==> config.mk <==
export PLATFORM = sky130hd
export DESIGN_NAME = vint_priority_unit
export DESIGN_NICKNAME = d
export VERILOG_FILES = /design/src/rtl/vint_pkg.sv /design/src/rtl/vint_rise_latch.sv /design/src/rtl/vint_capture.sv /design/src/rtl/vint_resolver.sv /design/src/rtl/vint_fsm.sv /design/src/rtl/vint_priority_unit.sv
export SDC_FILE = /design/constraint.sdc
export NUM_CORES = 1
export LEC_CHECK = 0
export ABC_AREA = 1
export BUFFER_PORTS_ARGS = -buffer_cell sky130_fd_sc_hd__buf_2
export CAP_MARGIN = 20
export CORE_UTILIZATION = 48
export DETAILED_ROUTE_END_ITERATION = 8
export PLACE_DENSITY = 0.75
export RECOVER_POWER = 50
export SYNTH_ARGS = -nofsm -noshare
export SYNTH_HDL_FRONTEND = slang
export SYNTH_HIERARCHICAL = 1
export SYNTH_SLANG_ARGS = --single-unit
==> constraint.sdc <==
create_clock -name clk -period 1.6 [get_ports clk]
set_input_delay 0.16 -clock clk [delete_from_list [all_inputs] [get_ports clk]]
set_output_delay 0.16 -clock clk [all_outputs]
set_load 0.05 [all_outputs]
==> src/rtl/vint_pkg.sv <==
package vint_pkg;

    localparam int NSRC  = 5;
    localparam int VEC_W = 16;

    typedef enum logic [2:0] {
        SRC_NONE = 3'd0,
        SRC_TRAP = 3'd1,
        SRC_R75  = 3'd2,
        SRC_R65  = 3'd3,
        SRC_R55  = 3'd4,
        SRC_INTR = 3'd5
    } src_e;

    typedef enum logic [1:0] {
        ST_IDLE   = 2'd0,
        ST_VECTOR = 2'd1,
        ST_ACK    = 2'd2
    } st_e;

    // Request index i (0 = highest priority) to source code
    function automatic src_e src_of_idx(input int idx);
        case (idx)
            0:       return SRC_TRAP;
            1:       return SRC_R75;
            2:       return SRC_R65;
            3:       return SRC_R55;
            4:       return SRC_INTR;
            default: return SRC_NONE;
        endcase
    endfunction

    function automatic logic [VEC_W-1:0] vec_of(input src_e s);
        case (s)
            SRC_TRAP: return VEC_W'(16'h0024);
            SRC_R75:  return VEC_W'(16'h003C);
            SRC_R65:  return VEC_W'(16'h0034);
            SRC_R55:  return VEC_W'(16'h002C);
            default:  return '0;
        endcase
    endfunction

endpackage

==> src/rtl/vint_rise_latch.sv <==
// Remembers a rising edge on a line until cleared; a new edge wins over clear.
module vint_rise_latch (
    input  logic clk,
    input  logic rst_n,
    input  logic level_i,
    input  logic clr_i,
    output logic pend_o
);
    logic prev_q;
    logic pend_q;
    logic rise;

    assign rise = level_i & ~prev_q;

    always_ff @(posedge clk or negedge rst_n) begin
        if (!rst_n) begin
            prev_q <= 1'b0;
            pend_q <= 1'b0;
        end else begin
            prev_q <= level_i;
            if (rise)
                pend_q <= 1'b1;
            else if (clr_i)
                pend_q <= 1'b0;
        end
    end

    assign pend_o = pend_q;

    // an edge always leaves the latch set
    a_r5_edge_sets: assert property (@(posedge clk) disable iff (!rst_n)
        (level_i && !prev_q) |=> pend_q);

endmodule

==> src/rtl/vint_capture.sv <==
module vint_capture
    import vint_pkg::*;
#(
    parameter int N_SRC  = NSRC,
    parameter int MASK_W = 3
) (
    input  logic             clk,
    input  logic             rst_n,
    input  logic             trap_i,
    input  logic             rst75_i,
    input  logic             rst65_i,
    input  logic             rst55_i,
    input  logic             intr_i,
    input  logic             mask_wr_i,
    input  logic [MASK_W:0]  mask_wdata_i,
    input  logic             ien_set_i,
    input  logic             ien_clr_i,
    input  logic             accept_i,
    input  src_e             accept_src_i,
    output logic [N_SRC-1:0] req_o,
    output logic             ien_o
);
    localparam int M55 = 0;
    localparam int M65 = 1;
    localparam int M75 = 2;
    localparam int CLR_BIT = MASK_W;

    logic [MASK_W-1:0] mask_q;
    logic              ien_q;
    logic              trap_pend;
    logic              r75_pend;
    logic              trap_clr;
    logic              r75_clr;
    logic              maskable_take;

    assign trap_clr      = accept_i && (accept_src_i == SRC_TRAP);
    assign r75_clr       = (accept_i && (accept_src_i == SRC_R75)) ||
                           (mask_wr_i && mask_wdata_i[CLR_BIT]);
    assign maskable_take = accept_i && (accept_src_i != SRC_TRAP) &&
                           (accept_src_i != SRC_NONE);

    vint_rise_latch u_trap_edge (
        .clk    (clk),
        .rst_n  (rst_n),
        .level_i(trap_i),
        .clr_i  (trap_clr),
        .pend_o (trap_pend)
    );

    vint_rise_latch u_r75_edge (
        .clk    (clk),
        .rst_n  (rst_n),
        .level_i(rst75_i),
        .clr_i  (r75_clr),
        .pend_o (r75_pend)
    );

    always_ff @(posedge clk or negedge rst_n) begin
        if (!rst_n) begin
            mask_q <= '1;
            ien_q  <= 1'b0;
        end else begin
            if (mask_wr_i)
                mask_q <= mask_wdata_i[MASK_W-1:0];
            if (maskable_take)
                ien_q <= 1'b0;
            else if (ien_clr_i)
                ien_q <= 1'b0;
            else if (ien_set_i)
                ien_q <= 1'b1;
        end
    end

    always_comb begin
        req_o    = '0;
        req_o[0] = trap_pend & trap_i;
        req_o[1] = r75_pend & ~mask_q[M75] & ien_q;
        req_o[2] = rst65_i  & ~mask_q[M65] & ien_q;
        req_o[3] = rst55_i  & ~mask_q[M55] & ien_q;
        req_o[4] = intr_i   & ien_q;
    end

    assign ien_o = ien_q;

    // accepting a maskable source drops the global enable
    a_r7_ien_drop: assert property (@(posedge clk) disable iff (!rst_n)
        maskable_take |=> !ien_q);

    // with the enable off only the trap can request
    a_r7_gate: assert property (@(posedge clk) disable iff (!rst_n)
        !ien_q |-> (req_o[N_SRC-1:1] == '0));

endmodule

==> src/rtl/vint_resolver.sv <==
module vint_resolver
    import vint_pkg::*;
#(
    parameter int N_SRC = NSRC
) (
    input  logic             clk,
    input  logic             rst_n,
    input  logic [N_SRC-1:0] req_i,
    output logic             any_o,
    output src_e             win_o
);
    logic [N_SRC:0]   blocked;
    logic [N_SRC-1:0] grant;

    assign blocked[0] = 1'b0;

    for (genvar i = 0; i < N_SRC; i++) begin : g_chain
        assign grant[i]     = req_i[i] & ~blocked[i];
        assign blocked[i+1] = blocked[i] | req_i[i];
    end

    always_comb begin
        win_o = SRC_NONE;
        for (int i = 0; i < N_SRC; i++)
            if (grant[i])
                win_o = src_of_idx(i);
    end

    assign any_o = blocked[N_SRC];

    // never more than one winner
    a_r1_single_grant: assert property (@(posedge clk) disable iff (!rst_n)
        $onehot0(grant));

    // the top-priority request always wins
    a_r1_trap_top: assert property (@(posedge clk) disable iff (!rst_n)
        req_i[0] |-> (win_o == SRC_TRAP));

endmodule

==> src/rtl/vint_fsm.sv <==
module vint_fsm
    import vint_pkg::*;
#(
    parameter int V_W = VEC_W
) (
    input  logic           clk,
    input  logic           rst_n,
    input  logic           sample_i,
    input  logic           any_i,
    input  src_e           win_i,
    output logic           accept_o,
    output logic           take_o,
    output logic           inta_n_o,
    output src_e           src_o,
    output logic [V_W-1:0] vector_o
);
    st_e            state_q;
    st_e            state_d;
    src_e           src_q;
    logic [V_W-1:0] vec_q;

    assign accept_o = (state_q == ST_IDLE) && sample_i && any_i;

    always_comb begin
        state_d = state_q;
        unique case (state_q)
            ST_IDLE: begin
                if (accept_o)
                    state_d = (win_i == SRC_INTR) ? ST_ACK : ST_VECTOR;
            end
            ST_VECTOR: state_d = ST_IDLE;
            ST_ACK:    state_d = ST_IDLE;
            default:   state_d = ST_IDLE;
        endcase
    end

    always_ff @(posedge clk or negedge rst_n) begin
        if (!rst_n) begin
            state_q <= ST_IDLE;
            src_q   <= SRC_NONE;
            vec_q   <= '0;
        end else begin
            state_q <= state_d;
            if (accept_o) begin
                src_q <= win_i;
                vec_q <= vec_of(win_i);
            end
        end
    end

    always_comb begin
        take_o   = 1'b0;
        inta_n_o = 1'b1;
        src_o    = SRC_NONE;
        vector_o = '0;
        unique case (state_q)
            ST_IDLE: ;
            ST_VECTOR: begin
                take_o   = 1'b1;
                src_o    = src_q;
                vector_o = vec_q;
            end
            ST_ACK: begin
                take_o   = 1'b1;
                inta_n_o = 1'b0;
                src_o    = src_q;
            end
            default: ;
        endcase
    end

    // result lasts one cycle
    a_r8_one_pulse: assert property (@(posedge clk) disable iff (!rst_n)
        take_o |=> !take_o);

    // no strobe, no acceptance
    a_r8_needs_strobe: assert property (@(posedge clk) disable iff (!rst_n)
        (state_q == ST_IDLE && !sample_i) |=> !take_o);

    // acknowledge only for the general line, one cycle wide
    a_r9_ack_src: assert property (@(posedge clk) disable iff (!rst_n)
        !inta_n_o |-> (src_o == SRC_INTR));
    a_r9_ack_width: assert property (@(posedge clk) disable iff (!rst_n)
        !inta_n_o |=> inta_n_o);

endmodule

==> src/rtl/vint_priority_unit.sv <==
module vint_priority_unit
    import vint_pkg::*;
#(
    parameter int V_W    = VEC_W,
    parameter int N_SRC  = NSRC,
    parameter int MASK_W = 3
) (
    input  logic            clk,
    input  logic            rst_n,
    input  logic            sample_i,
    input  logic            trap_i,
    input  logic            rst75_i,
    input  logic            rst65_i,
    input  logic            rst55_i,
    input  logic            intr_i,
    input  logic            mask_wr_i,
    input  logic [MASK_W:0] mask_wdata_i,
    input  logic            ien_set_i,
    input  logic            ien_clr_i,
    output logic            take_o,
    output logic [2:0]      src_o,
    output logic [V_W-1:0]  vector_o,
    output logic            inta_n_o,
    output logic            ien_o
);
    logic [N_SRC-1:0] req;
    logic             any;
    src_e             win;
    logic             accept;
    src_e             src_e_o;

    vint_capture #(.N_SRC(N_SRC), .MASK_W(MASK_W)) u_capture (
        .clk         (clk),
        .rst_n       (rst_n),
        .trap_i      (trap_i),
        .rst75_i     (rst75_i),
        .rst65_i     (rst65_i),
        .rst55_i     (rst55_i),
        .intr_i      (intr_i),
        .mask_wr_i   (mask_wr_i),
        .mask_wdata_i(mask_wdata_i),
        .ien_set_i   (ien_set_i),
        .ien_clr_i   (ien_clr_i),
        .accept_i    (accept),
        .accept_src_i(win),
        .req_o       (req),
        .ien_o       (ien_o)
    );

    vint_resolver #(.N_SRC(N_SRC)) u_resolver (
        .clk  (clk),
        .rst_n(rst_n),
        .req_i(req),
        .any_o(any),
        .win_o(win)
    );

    vint_fsm #(.V_W(V_W)) u_fsm (
        .clk     (clk),
        .rst_n   (rst_n),
        .sample_i(sample_i),
        .any_i   (any),
        .win_i   (win),
        .accept_o(accept),
        .take_o  (take_o),
        .inta_n_o(inta_n_o),
        .src_o   (src_e_o),
        .vector_o(vector_o)
    );

    assign src_o = src_e_o;

    // an accepted trap request is reported as trap next cycle
    a_r3_trap_taken: assert property (@(posedge clk) disable iff (!rst_n)
        (accept && req[0]) |=> (take_o && src_o == 3'd1));

    // trap result carries its restart address
    a_r2_trap_vec: assert property (@(posedge clk) disable iff (!rst_n)
        (take_o && src_o == 3'd1) |-> (vector_o == V_W'(16'h0024)));

endmodule

---- After elaboration in Yosys (flattened, before gate mapping) ----
Cells that the tools add are included.
storage, ports and cells
  bits in registers ....................... 29
  bits of input ports ..................... 15
  word-level logic and storage cells ...... 79
operators by class
  eq/ne operators ......................... 9
  muxes and demuxes ....................... 20
  bitwise gates (word level) .............. 27
  reduce and logical (&&, ||, !) cells .... 14
operators with widths
  kind                  count
  $pmux W6 S4           1
  $mux W16              1
  $mux W3               5
  $and A1 B1 Y1         14
  $mux W1               10
  $not A1 Y1            9
  $logic_and A1 B1 Y1   7
  $eq A3 B2 Y1 const B  2
  $eq A3 B3 Y1 const B  2
  $mux W2               3
  $reduce_bool A3 Y1    2
  $or A1 B1 Y1          4
  $reduce_bool A2 Y1    2
  $eq A3 B1 Y1 const B  1
  $ne A3 B1 Y1 const B  1
  $eq A2 B1 Y1 const B  1
  $eq A2 B2 Y1 const B  1
  $logic_not A2 Y1      1
  $ne A2 B2 Y1 const B  1
  $reduce_or A2 Y1      1
  $logic_or A1 B1 Y1    1

---- Longest topological paths before layout ----
Gate-level depths: netlist (run 1).
  word-level depth ........................ 14
  gate-level depth with buffers ........... 13

---- Hierarchy ----
Netlist (run 1), hierarchy kept.
modules (own cells, without submodules)
  module           instances  cells an instance  area an instance (sq um)  seq. area each (sq um)
  vint_fsm         1          75                 566.8                     200.2
  vint_capture     1          35                 227.7                     103.8
  vint_rise_latch  2          7                  68.8                      50.0
  vint_resolver    1          13                 53.8                      0.0

---- Worst setup path before layout (run 1) ----
No wires, ideal clock.
  path type ............................... register to register
  start point ............................. reg u_capture.ien_q, in the netlist u_capture/ien_o
  end point ............................... reg u_fsm.vec_q[3]
  library setup time ...................... 0.065 ns
  data arrival time ....................... 1.714 ns
  required time ........................... 1.535 ns
  slack ................................... -0.179 ns
  cell stages (with the launch flop) ...... 9
  path buffers ............................ 0
  cell sequence ........................... dfrtp_1 nand2_1 nor2_1 inv_2 a21oi_1 inv_1 o21ai_1 nand3_1 nand2_1
between the ends
  elaborated cells between the ends (all ways) .. 25
  those cells by class .................... 4 x eq/ne; 5 x mux; 15 x bitwise; 1 x reduce/logical
RTL lines
  element                                             RTL line                                  RTL
  from (decl)                                         vint_capture.sv:29                        logic ien_q;
  from (signal assigned)                              vint_capture.sv:61                        ien_q <= 1'b0;
  from (signal assigned)                              vint_capture.sv:66                        ien_q <= 1'b0;
  from (signal assigned)                              vint_capture.sv:68                        ien_q <= 1'b0;
  $and A1 B1 Y1 (*)                                   vint_capture.sv:78                        req_o[2] = rst65_i & ~mask_q[M65] & ien_q;
  via req[2]                                          vint_priority_unit.sv:26                  logic [N_SRC-1:0] req;
  $or A1 B1 Y1                                        vint_resolver.sv:19                       assign blocked[i+1] = blocked[i] | req_i[i];
  $not A1 Y1 / $or A1 B1 Y1 (equally long branches)   vint_resolver.sv:18, vint_resolver.sv:19
  $and A1 B1 Y1 / $not A1 Y1 (equally long branches)  vint_resolver.sv:18                       assign grant[i] = req_i[i] & ~blocked[i];
  $mux W3 / $and A1 B1 Y1 (equally long branches)     vint_resolver.sv:25, vint_resolver.sv:18
  $mux W3 (*)                                         vint_resolver.sv:25                       if (grant[i])
  via win[1]                                          vint_priority_unit.sv:28                  src_e win;
  $eq A3 B3 Y1 (tied with other cells)                vint_pkg.sv:34                            case (s)
  $pmux W6 S4 (*)                                     vint_pkg.sv:34
  to (signal assigned)                                vint_fsm.sv:46                            vec_q <= vec_of(win_i);
  to (decl)                                           vint_fsm.sv:20                            logic [V_W-1:0] vec_q;
The timed path passes the listed nets; every way through them passes the cells marked *.
A chain may end at the register's enable or synchronous reset.

---- Final worst setup path (run 1) ----
  start point ............................. reg u_fsm.state_q[1]
  end point ............................... out vector_o[2]
between the ends
  cells in the longest elaborated chain, start to end .. 2
ends and longest elaborated chain
  element                 RTL line                  RTL
  from (decl)             vint_fsm.sv:17            st_e state_q;
  from (signal assigned)  vint_fsm.sv:43            state_q <= state_d;
  $eq A2 B1 Y1            vint_fsm.sv:56            unique case (state_q)
  $mux W16                vint_fsm.sv:56
  to (decl)               vint_priority_unit.sv:22  output logic [V_W-1:0] vector_o,
Every way passes these cells.

==> results.txt, run 1 <==
----------------------------------------------------
[Clocking]
  Number of clock sinks ... 16
  Maximum level of the CTS H-tree ... 1
  Num CTS Buffers ... 3
  Buffers from clock root to sink, at most ... 2
  Clock-pin slew reported for the worst setup and hold paths after clock tree synthesis ... about 0.090 ns
  Clock Tree Root ... sky130_fd_sc_hd__clkbuf_4
  Insertion delay to the later sink of the worst-skew pair ... between 0.2 and 0.3 ns
  Clock tree from TritonCTS ... built

[Global routing]
  Global-route wire length before repair ... approximately 2.7 mm
  Vias in the first global route ... around 700
  Number of antenna violations at the first check in global routing ... 0
  Global router's overall resource usage ... 0.181
  Largest net degree at the start of global routing ... 17
  Overflow left after global routing ... 0

[Synthesis]
  Synthesized netlist cell count ... around 140
  Area of the mapped netlist ... around 1000 um2
  Number of distinct library cells after synthesis ... 18
  Post-synthesis sequential element count ... 16
  Yosys warnings ... 6
  Share of the yosys chip area belonging to registers ... 0.410
  Avg Inst Size Synth ... a little over 7 um2

[Placement]
  Area of placed instances ... 1090 um2
  Total half-perimeter wirelength after legalization and detailed placement ... 1.32 mm
  Input/output buffers ... 24
  Number of instances in the placed design ... ~190
  Final weighted congestion in routability-driven placement ... slightly below 0.8

[STA]
  Pins Over Slew Limit ... 0
  Slew of the pin with the lowest slew margin ... slightly below 0.9 ns
  Unrepaired setup endpoints after global routing ... true
  Finish-stage setup viols ... 0
  Final number of hold-violating endpoints ... 0
  Worst slew slack as a fraction of its limit ... 0.422
  Setup clock skew after layout ... 0.0110 ns
  Sum of negative setup slack ... 0 ns
  Period utilisation layout ... 0.951
  Achievable Freq ... approximately 0.66 GHz
  Shortest clock period the worst path allows after layout ... 1.52 ns

[Critical path]
  Cell with the largest stage delay on the worst path ... sky130_fd_sc_hd__dfrtp_1
  Ordered list of cells on the worst path ... inv_1 -> ha_1 -> nand2_1 -> inv_1 -> clkbuf_4
  Cell count along the critical path ... 5
  Worst setup path category ... flip-flop to primary output
  Family with the most delay on the worst path ... flip-flops
  Worst reg2reg setup slack ... 0.14 ns
  FF-to-FF Start ... u_capture/mask_q[0]
  Crit path top cell by count ... sky130_fd_sc_hd__inv_1
  Peak fanout along the critical path ... 3
  Count of buffer and inverter cells on the critical path ... 3
  Number of cells on the worst reg-to-reg path ... 10
  CP endpoint kind ... primary output
  CP Data Arrival Time ... between 1 and 1.5 ns
  Required time of the critical path ... approximately 1.4 ns
  Crit-path max cell delay ... between 0.4 and 0.5 ns
  Reg2Reg Capture Point ... u_capture/u_r75_edge/pend_o
  Critical Path Source Type ... flip-flop

[Hold path]
  HP Class ... input pin to flip-flop
  Min-Delay Startpoint ... mask_wdata_i[2]
  Endpoint of the worst hold path ... u_capture/mask_q[2]
  Hold-critical path depth ... 3

[Routing]
  Final routed wire length divided by cell count ... around 9.1 um
  DR iter-0 viols ... 15
  Post-route DRC violation count ... 0
  Detailed-router iteration count before antenna repair ... 4
  Total length of routed wires ... 1.80 mm
  Final ANT Viol Nets ... 0
  Via-to-Cell Ratio ... ~4.3
  Detailed-route via count ... 851

[Die]
  Initial standard-cell utilization of the core ... 0.508
  Core box area ... 1940 um2
  Die Y ... approximately 47 um
  Area of the die ... ~2200 um2
  Placement row count ... 16
  Die width ... about 47 um
  Total I/O pin count ... 37

[Final layout]
  Layout area overhead ... 23.2%
  Layout net count ... 189
  Antenna diodes ... 0
  Most frequent standard cell in the layout excluding fill and tap cells ... sky130_fd_sc_hd__nand2_1
  Final non-filler cell total ... approximately 200
  Most frequent cells in the layout ... sky130_fd_sc_hd__nand2_1 (43), sky130_fd_sc_hd__inv_1 (22), sky130_fd_sc_hd__buf_2 (16)
  Finished Cell Area ... approximately 1200 um2
  Layout cell share with drive strength beyond 1 ... 0.282

[Power and ir drop]
  Highest ir drop seen on vdd ... about 700 uV
  Pwr dens ... roughly 1300 nW/um2
  Static Leak ... ~0.0007 uW

[Flow run]
  Max-capacitance violation count ... 0

[Outcome]
  Result of the run ... finished clean

----------------------------------------------------
cells in the mapped netlist:
library cell	instances	area share
sky130_fd_sc_hd__a21oi_1	1	0.0051
sky130_fd_sc_hd__buf_4	13	0.099
sky130_fd_sc_hd__buf_6	1	0.011
sky130_fd_sc_hd__conb_1	1	0.0038
sky130_fd_sc_hd__dfrtp_1	13	0.33
sky130_fd_sc_hd__dfstp_2	3	0.080
sky130_fd_sc_hd__ha_1	3	0.038
sky130_fd_sc_hd__inv_1	23	0.088
sky130_fd_sc_hd__inv_2	4	0.015
sky130_fd_sc_hd__nand2_1	43	0.16
sky130_fd_sc_hd__nand3_1	8	0.041
sky130_fd_sc_hd__nand3_2	1	0.010
sky130_fd_sc_hd__nand4_1	1	0.0063
sky130_fd_sc_hd__nor2_1	11	0.042
sky130_fd_sc_hd__nor3_1	1	0.0051
sky130_fd_sc_hd__o21ai_0	5	0.025
sky130_fd_sc_hd__o21ai_1	2	0.010
sky130_fd_sc_hd__o21ai_2	3	0.027
tightest hold or removal path, cell delays in order:
cell and delay (ns):
sky130_fd_sc_hd__buf_2 0.08, sky130_fd_sc_hd__nand2_1 0.04, sky130_fd_sc_hd__o21ai_0 0.06
metrics by stage:
stage	util	worst slack (ns)	hold slack, ns	total power [uW]
after floorplan	-	0.0303	-0.136	1140
after global placement	0.563	0.171	0.0867	1230
after detailed placement	0.563	0.125	0.0894	1240
after CTS	0.595	0.0284	0.0728	1480
after global routing	0.626	-0.0398	0.0839	1660
final	0.626	0.0784	0.0824	1540
area by class of cell:
class,count,area (um2)
clock buffers,4,26.3
fillers,188,727
well taps,27,33.8
flip-flops and latches,16,405
inverters,27,104
repair buffers,32,204
multi-input cells,91,442
report_power, final:
group          internal [uW]  total [uW]  switching, uW
clock                   96.6         211            114
sequential               501         553           51.8
combinational            251         779            529
total                    848        1540            694
how the worst max path moves through the flow:
stage,start,end,slack (ns)
after floorplan,u_fsm/state_q[0],src_o[0],0.03
after global placement,u_capture/mask_q[1],u_capture/u_r75_edge/pend_o,0.17
after detailed placement,u_capture/mask_q[1],u_capture/u_r75_edge/pend_o,0.12
after CTS,u_fsm/state_q[1],src_o[1],0.03
after global routing,trap_i,u_capture/u_r75_edge/pend_o,-0.04
final,u_fsm/state_q[1],vector_o[2],0.08
cell families (layout without fill, tap and decap cells):
kind of cell	count (synthesis)	count (layout)	share of synthesized area
buffers and inverters	41	63	0.213
and+or+nand+nor	65	65	0.268
AOI/OAI and AO/OA	11	11	0.0673
adders and majority gates	3	3	0.0381
other	1	12	0.00380
DFF	16	16	0.410
repair_timing:
| item | 4_1_cts | 5_1_grt |
|---|---|---|
| buffers inserted | 0 | 3 |
| resized for setup | 3 | 11 |
| cloned | 0 | 0 |
| setup endpoints to repair | 3 | 9 |
| endpoints found under the hold margin | 15 | 0 |
| hold buffers | 3 | 0 |
sequential cells by signal, indices dropped and copies added (netlist names):
name and cells:
u_capture/u_trap_edge/pend_o 1, u_fsm/vec_q 3, u_capture/u_r75_edge/pend_o 1, u_capture/ien_o 1, u_capture/u_r75_edge/prev_q 1, u_capture/mask_q 3
u_fsm/src_q 3, u_capture/u_trap_edge/prev_q 1, u_fsm/state_q 2
per-layer routing:
metal,vias up,track usage,routed length [um]
li1,453,-,-
met1,374,0.222,790
met2,22,0.299,933
met3,2,0.0269,70
met4,0,0.109,6
met5,-,0,0
(Power assumes the default switching activity.)
==> run 2, diff against run 1 <==
--- a/config.mk
+++ b/config.mk
@@ -5,13 +5,13 @@
 export SDC_FILE = /design/constraint.sdc
 export NUM_CORES = 1
 export LEC_CHECK = 0
-export ABC_AREA = 1
 export BUFFER_PORTS_ARGS = -buffer_cell sky130_fd_sc_hd__buf_2
 export CAP_MARGIN = 20
-export CORE_UTILIZATION = 48
+export CORE_UTILIZATION = 47
 export DETAILED_ROUTE_END_ITERATION = 8
-export PLACE_DENSITY = 0.75
+export PLACE_DENSITY = 0.74
 export RECOVER_POWER = 50
+export SETUP_SLACK_MARGIN = 0.4
 export SYNTH_ARGS = -nofsm -noshare
 export SYNTH_HDL_FRONTEND = slang
 export SYNTH_HIERARCHICAL = 1
==> results.txt, run 2 <==
----------------------------------------------------
[STA]
  Achievable Freq ... roughly 0.58 GHz
  Shortest clock period the worst path allows after layout ... approximately 1.7 ns
  Worst slew slack as a fraction of its limit ... 0.438
  Unrepaired setup endpoints after global routing ... true
  Final number of hold-violating endpoints ... 0
  Slew of the pin with the lowest slew margin ... around 0.84 ns
  Smallest setup slack after layout ... -0.135 ns
  Setup clock skew after layout ... ~0.0033 ns
  Finish-stage setup viols ... 10
  Period utilisation layout ... 1.08
  Fin Hold WS ... 0.0152 ns
  Pins Over Slew Limit ... 0

[Routing]
  Final ANT Viol Nets ... 0
  Detailed-route via count ... approximately 760
  DR iter-0 viols ... 6
  Via-to-Cell Ratio ... 4.72
  Post-route DRC violation count ... 0
  Detailed-router iteration count before antenna repair ... 4
  Final routed wire length divided by cell count ... around 13 um
  Total length of routed wires ... around 2.0 mm

[Power and ir drop]
  Static Leak ... around 0.0007 uW
  Pwr dens ... 1380 nW/um2
  Highest ir drop seen on vdd ... about 1200 uV

[Die]
  Die width ... roughly 47 um
  Area of the die ... roughly 2200 um2
  Placement row count ... 15
  Initial standard-cell utilization of the core ... 0.528
  Total I/O pin count ... 37
  Die Y ... approximately 47 um
  Core box area ... roughly 1800 um2

[Final layout]
  Final-layout fill cell count ... 112
  Layout area overhead ... 49.9%
  Layout net count ... approximately 150
  Most frequent standard cell in the layout excluding fill and tap cells ... sky130_fd_sc_hd__buf_2
  Largest registers in the final layout ... u_capture/mask_q x3, u_fsm/src_q x3, u_fsm/vec_q x3
  Final non-filler cell total ... 160
  Most frequent cells in the layout ... sky130_fd_sc_hd__buf_2 (13), sky130_fd_sc_hd__dfrtp_1 (12), sky130_fd_sc_hd__conb_1 (12)
  Layout cell share with drive strength beyond 1 ... 0.578
  Antenna diodes ... 0

[Critical path]
  CP endpoint kind ... flip-flop
  Worst reg2reg setup slack ... -0.14 ns
  Crit-path max cell delay ... 0.53 ns
  CP Data Arrival Time ... roughly 1.9 ns
  Peak fanout along the critical path ... 4
  Number of cells on the worst reg-to-reg path ... 4
  Worst setup path category ... flip-flop to flip-flop
  Count of buffer and inverter cells on the critical path ... 1
  Required time of the critical path ... 1.77 ns
  Ordered list of cells on the worst path ... and3b_2 -> a221o_1 -> buf_4 -> mux2_4
  FF-to-FF Start ... u_capture/mask_q[1]
  Critical Path Source Type ... flip-flop
  Family with the most delay on the worst path ... flip-flops
  Cell with the largest stage delay on the worst path ... sky130_fd_sc_hd__dfstp_2
  Reg2Reg Capture Point ... u_fsm/src_q[0]

[Synthesis]
  Post-synthesis sequential element count ... 16
  Synth area leaders ... sky130_fd_sc_hd__dfrtp_1 (34%), sky130_fd_sc_hd__buf_4 (10%), sky130_fd_sc_hd__dfstp_2 (8.3%)
  Most frequent cells after synthesis ... sky130_fd_sc_hd__buf_4 (13), sky130_fd_sc_hd__dfrtp_1 (13), sky130_fd_sc_hd__inv_1 (9)
  Avg Inst Size Synth ... between 10 and 15 um2
  Synthesized netlist cell count ... 94
  Top-area cell type share of the netlist area ... 0.342
  Yosys warnings ... 6
  Top flip-flop cell by instance count after synthesis ... sky130_fd_sc_hd__dfrtp_1
  Number of distinct library cells after synthesis ... 29
  EDFF count, synth ... 0
  Async set-reset flop share out of synthesis ... 1.00
  Biggest area consumer among synthesized cells ... sky130_fd_sc_hd__dfrtp_1
  Share of the yosys chip area belonging to registers ... 0.425
  Area of the mapped netlist ... between 900 and 1000 um2

[Clocking]
  Num CTS Buffers ... 3
  Buffers from clock root to sink, at most ... 2
  Maximum level of the CTS H-tree ... 1
  Clock tree from TritonCTS ... built
  Insertion delay to the later sink of the worst-skew pair ... between 0.2 and 0.3 ns
  Clock Tree Root ... sky130_fd_sc_hd__clkbuf_4
  Number of clock sinks ... 16
  Clock-pin slew reported for the worst setup and hold paths after clock tree synthesis ... 0.10 ns

[Global routing]
  Global router's overall resource usage ... 0.211
  Number of antenna violations at the first check in global routing ... 0
  Largest net degree at the start of global routing ... 17
  Overflow left after global routing ... 0
  Global-route wire length before repair ... a little over 3 mm
  Vias in the first global route ... 699

[Hold path]
  Endpoint of the worst hold path ... u_capture/ien_o
  Hold-critical path depth ... 2
  Min-Delay Startpoint ... ien_clr_i
  HP Class ... input pin to flip-flop

[Outcome]
  Result of the run ... complete, but fails checks
  Failing checks ... setup timing

[Placement]
  Post-placement setup slack ... -0.0609 ns
  Total half-perimeter wirelength after legalization and detailed placement ... 1.32 mm
  Final weighted congestion in routability-driven placement ... just over 0.7
  Number of instances in the placed design ... approximately 150
  Input/output buffers ... 24

[Flow run]
  Max-capacitance violation count ... 0

----------------------------------------------------
==> run 2: changes by cell type in the layout (fill, tap and decap cells not counted), moves of 3 or more <==
cell,delta
sky130_fd_sc_hd__and2_4,+6
sky130_fd_sc_hd__clkbuf_4,-3
sky130_fd_sc_hd__nand3_1,-6
sky130_fd_sc_hd__o21ai_0,-5
sky130_fd_sc_hd__o21ai_2,-3
sky130_fd_sc_hd__nand2_1,-39
sky130_fd_sc_hd__inv_1,-17
sky130_fd_sc_hd__nor2_1,-5
sky130_fd_sc_hd__buf_6,+6
sky130_fd_sc_hd__buf_2,-3
sky130_fd_sc_hd__mux2_2,+4
sky130_fd_sc_hd__buf_8,+9
==> run 2: worst max path at each step <==
stage	from	endpoint	slack, ns	cells past startpoint
final	u_capture/mask_q[1]	u_fsm/src_q[0]	-0.14	4
after global routing	u_capture/mask_q[1]	u_fsm/state_q[1]	-0.20	6
after CTS	u_capture/mask_q[1]	u_fsm/vec_q[3]	-0.05	6
after detailed placement	u_capture/mask_q[1]	u_fsm/src_q[0]	-0.06	4
after global placement	u_capture/mask_q[1]	u_capture/u_r75_edge/pend_o	-0.03	5
after floorplan	u_capture/ien_o	u_capture/u_r75_edge/pend_o	-0.14	7
==> run 2: routing by layer <==
metal,GRT usage,wire (um),part of all wire
met1,0.261,888,0.43
met2,0.356,1050,0.51
met3,0.0346,85,0.041
met4,0.103,26,0.013
met5,0,0,0
==> run 2: report_power, final <==
part	internal, uW	leakage (uW)	total, uW	switching (uW)
Combinational	534	0.000483	1140	603
Clock	138	0.0000210	266	128
Sequential	503	0.000192	560	57.6
==> run 2: cells by family (layout without fill, tap and decap cells) <==
kind of cell,count (synthesis),in the layout,synth area share
mux,6,6,0.0710
simple gates,33,33,0.203
xor+xnor,2,2,0.0184
flops,16,16,0.425
other cells,1,12,0.00394
fa+ha+maj,3,3,0.0395
buf+inv,23,53,0.150
compound gates,10,10,0.0895
==> run 2: layout make-up <==
class,count,area (um2),area share
Multi-Input combinational cell,66,558,0.392
Sequential cell,16,405,0.284
Inverter,9,36.3,0.0255
Timing Repair Buffer,40,358,0.251
Tap cell,25,31.3,0.0219
Clock buffer,4,36.3,0.0255
==> run 2: through the flow <==
stage                     utilization  setup TNS [ns]  area, um2  power [uW]
final                           0.791          -0.890       1430        1960
after global routing            0.791           -1.79       1430        2060
after CTS                       0.750          -0.281       1350        1870
after detailed placement        0.625          -0.182       1130        1360
after global placement          0.625         -0.0453       1130        1340
after floorplan                     -          -0.289       1030        1230
==> run 2: timing repair <==
item / in CTS / in global routing
pin swaps: 4 / 9
hold buffers: 3 / 0
hold endpoints to repair: 15 / 0
endpoints found under the setup margin: 20 / 20
resized for setup: 39 / 16
setup buffers: 3 / 3
==> run 3, diff against run 2 <==
--- a/config.mk
+++ b/config.mk
@@ -7,9 +7,13 @@
 export LEC_CHECK = 0
 export BUFFER_PORTS_ARGS = -buffer_cell sky130_fd_sc_hd__buf_2
 export CAP_MARGIN = 20
-export CORE_UTILIZATION = 47
+export CELL_PAD_IN_SITES_DETAIL_PLACEMENT = 0
+export CELL_PAD_IN_SITES_GLOBAL_PLACEMENT = 2
+export CORE_UTILIZATION = 28
+export CTS_CLUSTER_SIZE = 30
 export DETAILED_ROUTE_END_ITERATION = 8
-export PLACE_DENSITY = 0.74
+export HOLD_SLACK_MARGIN = 0.15
+export PLACE_DENSITY = 0.75
 export RECOVER_POWER = 50
 export SETUP_SLACK_MARGIN = 0.4
 export SYNTH_ARGS = -nofsm -noshare
==> results.txt, run 3 (same netlist as run 2, synthesis figures left out) <==
----------------------------------------------------
[Final layout]
  Layout net count ... ~170
  Antenna diodes ... 0
  Most frequent cells in the layout ... sky130_fd_sc_hd__buf_2 (12), sky130_fd_sc_hd__dfrtp_1 (12), sky130_fd_sc_hd__conb_1 (12)
  Layout area overhead ... 67.4%
  Largest registers in the final layout ... u_capture/mask_q x3, u_fsm/src_q x3, u_fsm/vec_q x3
  Layout cell share with drive strength beyond 1 ... 0.575
  Final non-filler cell total ... 190

[Clocking]
  Clock-pin slew reported for the worst setup and hold paths after clock tree synthesis ... 0.10 ns
  Number of clock sinks ... 16
  Clock Tree Root ... sky130_fd_sc_hd__clkbuf_4
  Clock tree from TritonCTS ... built
  Num CTS Buffers ... 3
  Buffers from clock root to sink, at most ... 2
  Insertion delay to the later sink of the worst-skew pair ... approximately 0.30 ns
  Maximum level of the CTS H-tree ... 1

[Global routing]
  Overflow left after global routing ... 0
  Number of antenna violations at the first check in global routing ... 0
  Largest net degree at the start of global routing ... 17
  Global router's overall resource usage ... 0.132
  Global-route wire length before repair ... between 3 and 4 mm
  Vias in the first global route ... ~760

[STA]
  Achievable Freq ... about 0.6 GHz
  Sum of negative setup slack ... -0.207 ns
  Worst slew slack as a fraction of its limit ... 0.431
  Period utilisation layout ... 1.05
  Final number of hold-violating endpoints ... 0
  Slew of the pin with the lowest slew margin ... between 0.8 and 0.9 ns
  Finish-stage setup viols ... 7
  Shortest clock period the worst path allows after layout ... 1.68 ns
  Pins Over Slew Limit ... 0
  Smallest setup slack after layout ... -0.0845 ns
  Setup clock skew after layout ... a little over 0.01 ns
  Unrepaired setup endpoints after global routing ... true

[Hold path]
  Endpoint of the worst hold path ... u_capture/mask_q[1]
  HP Class ... input pin to flip-flop
  Min-Delay Startpoint ... mask_wr_i
  Hold-critical path depth ... 2

[Die]
  Die width ... roughly 60 um
  Initial standard-cell utilization of the core ... 0.304
  Core box area ... about 3100 um2
  Area of the die ... between 3000 and 4000 um2
  Placement row count ... 20
  Total I/O pin count ... 37
  Die Y ... 60.3 um

[Power and ir drop]
  Static Leak ... around 0.00076 uW
  Switching Power ... approximately 810 uW
  Switching Fraction ... 0.398
  Proportion of power drawn by combinational gates ... 0.591
  Highest ir drop seen on vdd ... about 500 uV
  Pwr dens ... 1280 nW/um2
  Clk pwr share ... 0.136
  Sequential fraction of design power ... 0.273
  Internal power component ... around 1200 uW

[Routing]
  DR iter-0 viols ... 14
  Detailed-route via count ... 780
  Total length of routed wires ... around 2.1 mm
  Post-route DRC violation count ... 0
  Detailed-router iteration count before antenna repair ... 5
  Final routed wire length divided by cell count ... about 11 um
  Final ANT Viol Nets ... 0
  Via-to-Cell Ratio ... just over 4

[Critical path]
  Required time of the critical path ... 1.80 ns
  CP Data Arrival Time ... ~1.9 ns
  Critical Path Source Type ... flip-flop
  Count of buffer and inverter cells on the critical path ... 0
  FF-to-FF Start ... u_capture/mask_q[1]
  Number of cells on the worst reg-to-reg path ... 5
  Worst reg2reg setup slack ... -0.08 ns
  Reg2Reg Capture Point ... u_capture/u_r75_edge/pend_o
  Crit-path max cell delay ... approximately 0.53 ns
  Peak fanout along the critical path ... 4
  Worst setup path category ... flip-flop to flip-flop
  Ordered list of cells on the worst path ... and3b_2 -> a221o_1 -> and4bb_1 -> a21o_1 -> o22ai_2
  CP endpoint kind ... flip-flop
  Family with the most delay on the worst path ... compound AO/OA/AOI/OAI gates
  Cell with the largest stage delay on the worst path ... sky130_fd_sc_hd__dfstp_2

[Placement]
  Final weighted congestion in routability-driven placement ... between 0.7 and 0.8
  Total half-perimeter wirelength after legalization and detailed placement ... approximately 1.3 mm
  Number of instances in the placed design ... roughly 170
  Input/output buffers ... 24

[Outcome]
  Result of the run ... complete, but fails checks
  Failing checks ... setup timing

[Flow run]
  Max-capacitance violation count ... 0

----------------------------------------------------
## run 3: worst max-delay path by stage
stage	from	endpoint	slack [ns]	cells past startpoint
2_1_floorplan	u_capture/ien_o	u_capture/u_r75_edge/pend_o	-0.14	7
3_3_place_gp	u_capture/mask_q[1]	u_capture/u_r75_edge/pend_o	-0.03	5
3_5_place_dp	u_capture/mask_q[1]	u_capture/u_r75_edge/pend_o	-0.07	8
4_1_cts	u_capture/mask_q[1]	u_capture/u_r75_edge/pend_o	-0.06	8
5_1_grt	u_capture/ien_o	u_capture/u_r75_edge/pend_o	-0.17	7
6_report	u_capture/mask_q[1]	u_capture/u_r75_edge/pend_o	-0.08	5
## run 3: final cells by class
| class | instances | area [um2] |
|---|---|---|
| fillers | 292 | 1540 |
| repair buffers | 51 | 480 |
| clock buffers | 4 | 36.3 |
| multi-input cells | 66 | 581 |
| flip-flops and latches | 16 | 405 |
| inverters | 9 | 33.8 |
| well taps | 44 | 55.1 |
## run 3: per-layer routing
| layer | track usage | wire (um) |
|---|---|---|
| met5 | 0 | 0 |
| met4 | 0.0498 | 22 |
| met1 | 0.155 | 866 |
| met3 | 0.0390 | 97 |
| met2 | 0.223 | 1160 |
## run 3: power by group through the flow
stage	Clock (uW)	Combinational [uW]	Sequential (uW)
5_1_grt	304	1290	572
2_1_floorplan	0	673	559
3_3_place_gp	0	800	561
6_report	277	1210	557
4_1_cts	294	1070	556
3_5_place_dp	0	803	564
## run 3: timing repair
| item | 4_1_cts | 5_1_grt |
|---|---|---|
| setup buffers | 5 | 6 |
| hold endpoints to repair | 24 | 0 |
| hold buffers | 9 | 0 |
| resized for setup | 41 | 23 |
| pin swaps | 5 | 6 |
| setup endpoints to repair | 20 | 21 |
## run 3: per-stage QoR
stage / worst slack [ns] / hold WS (ns) / power (uW) / util / instance area, um2
finish: -0.0845 / 0.170 / 2040 / 0.509 / 1590
global route: -0.167 / 0.160 / 2160 / 0.509 / 1590
CTS: -0.0629 / 0.155 / 1920 / 0.467 / 1460
detailed placement: -0.0715 / 0.0956 / 1370 / 0.368 / 1150
global placement: -0.0330 / 0.0918 / 1360 / 0.368 / 1150
floorplan: -0.136 / -0.136 / 1230 / - / 1030
